## src/rtl/disp_tg_pkg.sv

```systemverilog
package disp_tg_pkg;
  localparam int ADDR_W = 3;

  typedef enum logic [ADDR_W-1:0] {
    RA_HTIME = 3'd0,
    RA_HSW   = 3'd1,
    RA_VTIME = 3'd2,
    RA_VSW   = 3'd3,
    RA_SIZE  = 3'd4,
    RA_POL   = 3'd5,
    RA_IEN   = 3'd6,
    RA_ICLR  = 3'd7
  } reg_addr_e;
endpackage

```

## src/rtl/disp_tg_regs.sv

```systemverilog
module disp_tg_regs
  import disp_tg_pkg::*;
#(
  parameter int CW    = 12,
  parameter int VSW_W = 4,
  localparam int DW   = 2 * CW
) (
  input  logic              clk,
  input  logic              rst,
  input  logic              load,
  input  logic              wr_en,
  input  logic [ADDR_W-1:0] wr_addr,
  input  logic [DW-1:0]     wr_data,
  output logic [CW-1:0]     a_hact_m1,
  output logic [CW-1:0]     a_hfp,
  output logic [CW-1:0]     a_hsw_m1,
  output logic [CW-1:0]     a_hbp,
  output logic [CW-1:0]     a_vact_m1,
  output logic [CW-1:0]     a_vfp,
  output logic [VSW_W-1:0]  a_vsw_m1,
  output logic [CW-1:0]     a_vbp,
  output logic              a_hneg,
  output logic              a_vneg
);
  localparam logic [VSW_W-1:0] VSW_FULL = {VSW_W{1'b1}};
  localparam logic [VSW_W-1:0] VSW_CAP  = VSW_FULL - 1'b1;

  logic [CW-1:0]    s_hact_m1, s_hfp, s_hsw_m1, s_hbp;
  logic [CW-1:0]    s_vact_m1, s_vfp, s_vbp;
  logic [VSW_W-1:0] s_vsw_m1;
  logic             s_hneg, s_vneg;

  logic [VSW_W-1:0] vsw_in;
  assign vsw_in = (wr_data[VSW_W-1:0] == VSW_FULL) ? VSW_CAP : wr_data[VSW_W-1:0];

  always_ff @(posedge clk) begin
    if (rst) begin
      s_hact_m1 <= '0; s_hfp <= '0; s_hsw_m1 <= '0; s_hbp <= '0;
      s_vact_m1 <= '0; s_vfp <= '0; s_vsw_m1 <= '0; s_vbp <= '0;
      s_hneg    <= 1'b0; s_vneg <= 1'b0;
    end else if (wr_en) begin
      case (reg_addr_e'(wr_addr))
        RA_HTIME: begin s_hbp <= wr_data[CW +: CW]; s_hfp <= wr_data[0 +: CW]; end
        RA_HSW:   s_hsw_m1 <= wr_data[0 +: CW];
        RA_VTIME: begin s_vbp <= wr_data[CW +: CW]; s_vfp <= wr_data[0 +: CW]; end
        RA_VSW:   s_vsw_m1 <= vsw_in;
        RA_SIZE:  begin s_vact_m1 <= wr_data[CW +: CW]; s_hact_m1 <= wr_data[0 +: CW]; end
        RA_POL:   begin s_hneg <= wr_data[0]; s_vneg <= wr_data[1]; end
        default:  ;
      endcase
    end
  end

  always_ff @(posedge clk) begin
    if (rst) begin
      a_hact_m1 <= '0; a_hfp <= '0; a_hsw_m1 <= '0; a_hbp <= '0;
      a_vact_m1 <= '0; a_vfp <= '0; a_vsw_m1 <= '0; a_vbp <= '0;
      a_hneg    <= 1'b0; a_vneg <= 1'b0;
    end else if (load) begin
      a_hact_m1 <= s_hact_m1; a_hfp <= s_hfp; a_hsw_m1 <= s_hsw_m1; a_hbp <= s_hbp;
      a_vact_m1 <= s_vact_m1; a_vfp <= s_vfp; a_vsw_m1 <= s_vsw_m1; a_vbp <= s_vbp;
      a_hneg    <= s_hneg;    a_vneg <= s_vneg;
    end
  end
endmodule

```

## src/rtl/disp_tg_axis.sv

```systemverilog
module disp_tg_axis #(
  parameter int CW   = 12,
  parameter int SW_W = 12,
  localparam int TW  = CW + 2
) (
  input  logic            clk,
  input  logic            rst,
  input  logic            run,
  input  logic            step,
  input  logic [CW-1:0]   act_m1,
  input  logic [CW-1:0]   fp,
  input  logic [SW_W-1:0] sw_m1,
  input  logic [CW-1:0]   bp,
  output logic [TW-1:0]   cnt,
  output logic            in_act,
  output logic            in_sync,
  output logic            last
);
  logic [TW-1:0] end_act, end_fp, end_sw, end_tot;

  always_comb begin
    end_act = TW'(act_m1) + TW'(1);
    end_fp  = end_act + TW'(fp);
    end_sw  = end_fp + TW'(sw_m1) + TW'(1);
    end_tot = end_sw + TW'(bp);
  end

  assign in_act  = (cnt < end_act);
  assign in_sync = (cnt >= end_fp) && (cnt < end_sw);
  assign last    = (cnt == end_tot - TW'(1));

  always_ff @(posedge clk) begin
    if (rst || !run)
      cnt <= '0;
    else if (step)
      cnt <= last ? '0 : cnt + TW'(1);
  end
endmodule

```

## src/rtl/disp_timing_gen.sv

```systemverilog
module disp_timing_gen
  import disp_tg_pkg::*;
#(
  parameter int CW    = 12,
  parameter int VSW_W = 4,
  localparam int DW   = 2 * CW,
  localparam int TW   = CW + 2
) (
  input  logic              clk,
  input  logic              rst,
  input  logic              run,
  input  logic              wr_en,
  input  logic [ADDR_W-1:0] wr_addr,
  input  logic [DW-1:0]     wr_data,
  output logic              hsync_o,
  output logic              vsync_o,
  output logic              de_o,
  output logic [TW-1:0]     x_o,
  output logic [TW-1:0]     y_o,
  output logic              irq_o
);
  logic [CW-1:0]    a_hact_m1, a_hfp, a_hsw_m1, a_hbp;
  logic [CW-1:0]    a_vact_m1, a_vfp, a_vbp;
  logic [VSW_W-1:0] a_vsw_m1;
  logic             a_hneg, a_vneg;

  logic [TW-1:0] h_cnt, v_cnt;
  logic h_act, h_sync, h_last;
  logic v_act, v_sync, v_last;
  logic fend, load;
  logic ien_q, pend_q;
  logic clr_req;

  assign fend = run && h_last && v_last;
  assign load = !run || fend;

  disp_tg_regs #(.CW(CW), .VSW_W(VSW_W)) u_regs (
    .clk(clk), .rst(rst), .load(load),
    .wr_en(wr_en), .wr_addr(wr_addr), .wr_data(wr_data),
    .a_hact_m1(a_hact_m1), .a_hfp(a_hfp), .a_hsw_m1(a_hsw_m1), .a_hbp(a_hbp),
    .a_vact_m1(a_vact_m1), .a_vfp(a_vfp), .a_vsw_m1(a_vsw_m1), .a_vbp(a_vbp),
    .a_hneg(a_hneg), .a_vneg(a_vneg)
  );

  disp_tg_axis #(.CW(CW), .SW_W(CW)) u_hax (
    .clk(clk), .rst(rst), .run(run), .step(1'b1),
    .act_m1(a_hact_m1), .fp(a_hfp), .sw_m1(a_hsw_m1), .bp(a_hbp),
    .cnt(h_cnt), .in_act(h_act), .in_sync(h_sync), .last(h_last)
  );

  disp_tg_axis #(.CW(CW), .SW_W(VSW_W)) u_vax (
    .clk(clk), .rst(rst), .run(run), .step(h_last),
    .act_m1(a_vact_m1), .fp(a_vfp), .sw_m1(a_vsw_m1), .bp(a_vbp),
    .cnt(v_cnt), .in_act(v_act), .in_sync(v_sync), .last(v_last)
  );

  always_ff @(posedge clk) begin
    if (rst) begin
      de_o <= 1'b0; hsync_o <= 1'b0; vsync_o <= 1'b0;
      x_o  <= '0;   y_o     <= '0;
    end else begin
      de_o    <= run && h_act && v_act;
      hsync_o <= (run && h_sync) ^ a_hneg;
      vsync_o <= (run && v_sync) ^ a_vneg;
      x_o     <= run ? h_cnt : '0;
      y_o     <= run ? v_cnt : '0;
    end
  end

  assign clr_req = wr_en && (reg_addr_e'(wr_addr) == RA_ICLR) && wr_data[0];

  always_ff @(posedge clk) begin
    if (rst) begin
      ien_q  <= 1'b0;
      pend_q <= 1'b0;
    end else begin
      if (wr_en && reg_addr_e'(wr_addr) == RA_IEN)
        ien_q <= wr_data[0];
      if (fend)
        pend_q <= 1'b1;
      else if (clr_req)
        pend_q <= 1'b0;
    end
  end

  assign irq_o = pend_q && ien_q;
endmodule

```

## config.mk

```make
export PLATFORM = sky130hd
export DESIGN_NAME = disp_timing_gen
export DESIGN_NICKNAME = d
export VERILOG_FILES = /design/src/rtl/disp_tg_pkg.sv /design/src/rtl/disp_tg_regs.sv /design/src/rtl/disp_tg_axis.sv /design/src/rtl/disp_timing_gen.sv
export SDC_FILE = /design/constraint.sdc
export NUM_CORES = 1
export LEC_CHECK = 0
export ABC_AREA = 1
export BUFFER_PORTS_ARGS = -buffer_cell sky130_fd_sc_hd__buf_2
export CORE_MARGIN = 5
export CORE_UTILIZATION = 61
export CTS_CLUSTER_SIZE = 12
export DETAILED_ROUTE_END_ITERATION = 6
export PLACE_DENSITY = 0.79
export SYNTH_ARGS = -nofsm -noshare
export SYNTH_HDL_FRONTEND = slang
export SYNTH_SLANG_ARGS = --single-unit
```

## constraint.sdc

```tcl
create_clock -name clk -period 9 [get_ports clk]
set_input_delay 1.8 -clock clk [delete_from_list [all_inputs] [get_ports clk]]
set_output_delay 1.8 -clock clk [all_outputs]
set_load 0.02 [all_outputs]
```

; ---- Word level (Yosys, flattened, before mapping)
; Index checks and enable logic that the tools add are counted.
[word_totals]
regBits = 241
input_bits = 31
out_inout_bits = 32
word_cells = 91
[op_classes]
add_sub_neg = 14
n_lt_le_gt_ge = 6
n_eq_ne = 10
n_mux = 4
bitwise = 3
reduce_logical = 25
[op_table]
columns = operator, count
row1 = adder 14 x 12 -> 14 bit, 5
row2 = adder 14 x 1 -> 14 bit (second input constant), 4
row3 = < comparator 14 bit, 4
row4 = equality test 14 bit, 2
row5 = greater-or-equal comparator 14 bit, 2
row6 = subtractor 14 x 1 -> 14 bit (second input constant), 2
row7 = adder 12 x 1 -> 13 bit (second input constant), 2
row8 = adder 14 x 4 -> 14 bit, 1
row9 = two-way mux 14 bit, 1
row10 = equality test 3 bit (second input constant), 4
row11 = logical AND 1 bit, 12
row12 = AND reduction 2 bit, 6
row13 = equality test 3 x 2 -> 1 bit (second input constant), 2
row14 = equality test 4 bit (second input constant), 1
row15 = two-way mux 4 bit, 1
row16 = OR reduction 2 bit, 2
row17 = equality test 3 x 1 -> 1 bit (second input constant), 1
row18 = zero test 3 bit, 1
row19 = logical OR 1 bit, 2
row20 = two-way mux 1 bit, 2
row21 = nonzero test 2 bit, 1
row22 = bitwise XOR 1 bit, 2
row23 = zero test 1 bit, 1
row24 = inverter 1 bit, 1

; ---- Longest topological paths before layout
[logic_depth]
ltp_word = 10
depth_mapped = 40
ltp_nobuf = 38

; ---- Modules after synthesis
; Synthesis repeated with hierarchy kept, for this count alone.
[unflattened]
hier_cells = 2367
area_unflattened_um2 = 16121.7
[modules_own_cells]
columns = mod, n_inst, cells_per_inst, area_per_inst_um2, seq_area_each_um2
row1 = disp_tg_regs, 1, 923, 6713.9, 3603.5
row2 = disp_tg_axis at u_hax, 1, 672, 4254.1, 280.3
row3 = disp_tg_axis at u_vax, 1, 654, 4053.9, 280.3
row4 = disp_timing_gen, 1, 118, 1099.8, 660.6

; ---- Worst setup path after synthesis
; Ideal clock, no wire load.
[synth_timing]
path_type = flip-flop to flip-flop
start = reg u_regs.a_hact_m1[0]
end = reg u_regs.a_hact_m1[11]
setup_ns = 0.115
arrival_ns = 5.044
t_required_ns = 8.885
setup_slack_ns = 3.841
stages_incl_launch_ff = 39
path_buffers = 2
synth_period_minus_slack_ns = 5.159
cell_sequence = dfxtp_1 > ha_1 > nand2_1 > nor2_4 > xor2_1 > ha_1 > nand2_1 > inv_1 > nand2_1 > nand3_1 > inv_1 > o21ai_0 > xor2_1 > ha_1 > nand2_1 > o21ai_0 > a21oi_1 > nor2_1 > [3 not listed] > nand2_1 > ha_1 > inv_1 > o21bai_1 > nor2_1 > nand3_1 > nand2_1 > nand2_1 > nand2_1 > nand2_1 > nor3_1 > nand2_2 > inv_2 > nand3_4 > buf_6 > buf_4 > a21oi_1 > nor2_1
[synth_via]
elab_chain_cells = 10
[synth_rtl]
columns = item, line_no
row1 = start: declaration, disp_tg_regs.sv:14  ; output logic [CW-1:0] a_hact_m1,
row2 = start signal: assignment, disp_tg_regs.sv:60  ; a_hact_m1 <= s_hact_m1; a_hfp <= s_hfp; a_hsw_m1 <= s_hsw_m1; a_hbp <= s_hbp;
row3 = adder 12 x 1 -> 13 bit, disp_tg_axis.sv:22  ; end_act = TW'(act_m1) + TW'(1);
row4 = adder 14 x 12 -> 14 bit, disp_tg_axis.sv:23  ; end_fp = end_act + TW'(fp);
row5 = adder 14 x 12 -> 14 bit, disp_tg_axis.sv:24  ; end_sw = end_fp + TW'(sw_m1) + TW'(1);
row6 = adder 14 x 1 -> 14 bit, disp_tg_axis.sv:24
row7 = adder 14 x 12 -> 14 bit, disp_tg_axis.sv:25  ; end_tot = end_sw + TW'(bp);
row8 = subtractor 14 x 1 -> 14 bit, disp_tg_axis.sv:30  ; assign last = (cnt == end_tot - TW'(1));
row9 = equality test 14 bit, disp_tg_axis.sv:30
row10 = logical AND 1 bit (2 in a row), disp_timing_gen.sv:34  ; assign fend = run && h_last && v_last;
row11 = logical OR 1 bit, disp_timing_gen.sv:35  ; assign load = !run || fend;
; No other way between the ends.
; A chain may end at the register's enable or synchronous reset.

; ---- Worst setup path after layout
[layout_timing]
start = reg u_regs.a_hact_m1[0]
end = reg u_regs.a_hfp[7]
[layout_via]
elab_chain_cells = 10
[layout_rtl]
columns = item, line_no
row1 = adder 12 x 1 -> 13 bit, disp_tg_axis.sv:22
row2 = adder 14 x 12 -> 14 bit, disp_tg_axis.sv:23
row3 = adder 14 x 12 -> 14 bit, disp_tg_axis.sv:24
row4 = adder 14 x 1 -> 14 bit, disp_tg_axis.sv:24
row5 = adder 14 x 12 -> 14 bit, disp_tg_axis.sv:25
row6 = subtractor 14 x 1 -> 14 bit, disp_tg_axis.sv:30
row7 = equality test 14 bit, disp_tg_axis.sv:30
row8 = logical AND 1 bit (2 in a row), disp_timing_gen.sv:34
row9 = logical OR 1 bit, disp_timing_gen.sv:35
row10 = end signal: assignment, disp_tg_regs.sv:60
row11 = end: declaration, disp_tg_regs.sv:15  ; output logic [CW-1:0] a_hfp,
; No other way between the ends.

==> summary.md <==
| Metric | Value |
|---|---|
| Outcome | complete, no violations |
| DRT Wirelength | 42,730 um |
| Cells after synthesis | 2,372 |
| Clk slew on worst S/H paths | 0.07 ns |
| Cell Rows | 59 |
| Boundary Pins | 63 |
| Multiplexer share of the synthesized area | 0% |
| Fraction of layout instances using a drive strength above 1 | 5.985% |
| Worst Skew | 0.01826 ns |
| CTS Sinks | 241 |
| Worst path max stage delay | 0.45 ns |
| Synth cell types | 49 |
| Endpoints failing hold | 0 |
| TritonCTS clock tree | done |
| Fmax | 148.2 MHz |
| Setup crit start kind | register |
| Pwr dens | 185.4 nW/um2 |
| Drt via density | 5.502 |
| MaxCap Viol Count | 0 |
| Syn nets | 2,575 |
| DR pass1 iterations | 5 |
| CTS Buf Count | 27 |
| Hold Path Class | reg -> reg |
| Data required, critical path | 9.44 ns |
| Final setup violation count | 0 |
| Asr flop ratio synth | 0% |
| Post-DP HPWL | 32,660 um |
| Synth Area in Compound Gates | 10.72% |
| Root Buffer | clkbuf_16 |
| Most used cell, CP | nand2_1 |
| Synth Flop Type | dfxtp_1 |
| Relative slew slack | 29.56% |
| Largest family of logic cells by synthesized area | simple AND/OR/NAND/NOR gates |
| P_leak | 8.639 nW |
| Final Util | 66.73% |
| Antenna violations before repair | 0 |
| Critical path capture point type | register |
| Synth area leaders | dfxtp_1 (30%), ha_1 (13%), nand2_1 (11%) |
| Floorplan core area | 25,980 um2 |
| Avg Cell Area, Syn | 6.773 um2 |
| Cts hold-fix bufs | 0 |
| Placed instance area | 16,470 um2 |
| Final worst slack | 2.255 ns |
| Place WS | 2.357 ns |
| Postcts setup bufs | 0 |
| Fillcell total | 2,339 |
| Critical path peak fanout | 102 |
| Setup slack, reg-to-reg | 2.25 ns |
| Synth area leader | dfxtp_1 |
| Worst-Margin Slew | 1.055 ns |
| Fin crit share | 74.95% |
| Total GRT Usage | 28.48% |
| Starting Density | 61.83% |
| RePlAce Congestion | 0.9583 |
| Xor-xnor portion of the synthesized cell area | 4.151% |
| WS Path Type | reg -> reg |
| Routed wire length per instance | 15.59 um |
| Layout area overhead | 7.920% |
| N_diodes | 0 |
| Yosys warnings | 0 |
| Bufs on Longest Clock Path | 3 |
| Post-synth top area share | 30.03% |
| CTS H-tree lvls | 1 |
| Pin count of the biggest net entering global routing | 106 |
| Slew Limit Fails | 0 |
| Synthesized area | 16,070 um2 |
| I/O Buffers | 62 |
| Worst-Skew Late Latency | 0.56 ns |
| RSZ-0062 raised after global routing | no |
| Vias in the first global route | 13,810 |
| Crit path DAT | 7.19 ns |
| Vias | 15,080 |
| Min Tclk post-route | 6.746 ns |
| Post-synthesis sequential area ratio | 30.03% |
| Peak VDD IR | 0.1838 mV |
| Setup TNS | 0 ns |
| Fin Hold WS | 0.4615 ns |
| Post-CTS Resized | 0 |
| Post-route ant nets | 0 |
| Initial drt markers | 1,338 |
| Die height | 172.3 um |
| FF+latch count, synth | 241 |
| Number of synthesized flops with an enable pin | 0 |
| Global-route wire length before repair | 68,900 um |
| Adder-cell share of the synthesized area | 13.67% |
| Worst path slowest cell | nand3_4 |
| Die Span X | 172.3 um |
| Die ar. | 29,680 um2 |
| Final Cell Area | 17,340 um2 |
| Drt drc | 0 |
| Synth Area in Simple Gates | 31.77% |
| Grt ovf | 0 |
| Final net count | 2,593 |
-- metrics by stage --
stage          instances  power, mW
3_3_place_gp        2696      2.110
3_5_place_dp        2696      2.128
6_report            2741      3.214
2_1_floorplan       2372      1.917
4_1_cts             2741      3.217
5_1_grt             2741      3.423
-- state kept, by name (all words and copies together) (netlist names), 14 cells and up --
signal	count
u_hax.cnt	14
x_o	14
u_vax.cnt	14
y_o	14
-- area by class of cell --
class                           count  area (um2)  share of cell area [%]
Clock inverter                      7       111.4                  0.6422
Multi-Input combinational cell   1745        9694                   55.91
Timing Repair Buffer               69       381.6                   2.201
Tap cell                          335       419.2                   2.417
Sequential cell                   241        4825                   27.83
Inverter                          306        1151                   6.639
Clock buffer                       38       757.0                   4.366
-- power breakdown --
part	internal [mW]	leakage (nW)	total, mW	switching [mW]
combinational	0.364	6.25	0.992	0.629
sequential	1.10	1.97	1.13	0.0255
clock	0.644	0.425	1.09	0.448
-- cells by family (layout without fill, tap and decap cells) --
kind of cell,count (synthesis),after routing
xor gates and xnor gates,73,73
and+or+nand+nor,1173,1173
DFF,241,241
buffers and inverters,386,420
adders and majority gates,172,172
AOI/OAI and AO/OA,327,327
-- cells in the final DEF (no fill, tap or decap), types with 4 or more instances in the layout --
cell type  Yosys  final
clkbuf_8       0      4
nand2_1      461    461
nand3b_1      49     49
o21bai_1       4      4
nand4_1       41     41
buf_2         15     61
nor4_1         6      6
o211ai_1       4      4
nand2_4        4      4
a21oi_1      168    168
nor3_1        27     27
xor2_1        55     55
fa_1           6      6
a31oi_1        4      4
xnor2_1       16     16
o21ai_0      123    123
nor2_1       406    405
o21a_1         5      5
nand2_2        6      6
ha_1         166    166
inv_2          6      6
clkbuf_1      39      7
nand3_2        4      4
nor2_4         5      5
nand3_1      155    155
inv_1        300    299
clkbuf_16      0     27
dfxtp_1      241    241
buf_4          2      6
-- synth_stat cells (3+ instances only) --
master,instances
nor4_1,6
xor2_1,55
nand2_2,6
xnor2_1,16
buf_1,14
o21bai_1,4
nand4_1,41
nand3b_1,49
nor3_1,27
o211ai_1,4
nand3_2,4
buf_2,15
nand2_4,4
buf_6,10
inv_1,300
a21boi_0,3
o21a_1,5
clkbuf_1,39
o21ai_0,123
ha_1,166
a31oi_1,4
a21oi_1,168
nand2_1,461
o21ai_1,3
nor2_1,406
fa_1,6
inv_2,6
dfxtp_1,241
nand3_1,155
nor2_4,5
-- layer usage --
| layer | wire [um] | track usage (%) | vias up | share of wire [%] |
|---|---|---|---|---|
| met5 | 0 | 0 | - | 0 |
| met4 | 760 | 5.810 | 0 | 1.8 |
| met3 | 2583 | 3.224 | 61 | 6.0 |
| met2 | 18580 | 44.28 | 465 | 43 |
| met1 | 20810 | 42.82 | 6864 | 49 |
| li1 | - | - | 7692 | - |
-- critical path: cells and delay by family, from the launching register on --
kind | cells | cell delay, ns
compound gates | 6 | 1.13
xor+xnor | 3 | 0.84
fa+ha+maj | 5 | 1.30
buf+inv | 5 | 0.69
flops | 1 | 0.36
simple gates | 16 | 2.22
-- final timing paths --
path / from / end / cells after the start
min reg2reg: u_regs.s_vact_m1[9] / u_regs.a_vact_m1[9] / 2
max: u_regs.a_hact_m1[0] / u_regs.a_hfp[7] / 35
max reg2reg: u_regs.a_hact_m1[0] / u_regs.a_hfp[7] / 35
min: u_regs.s_vact_m1[9] / u_regs.a_vact_m1[9] / 2
Note: power is estimated with default switching activity, not from simulation.
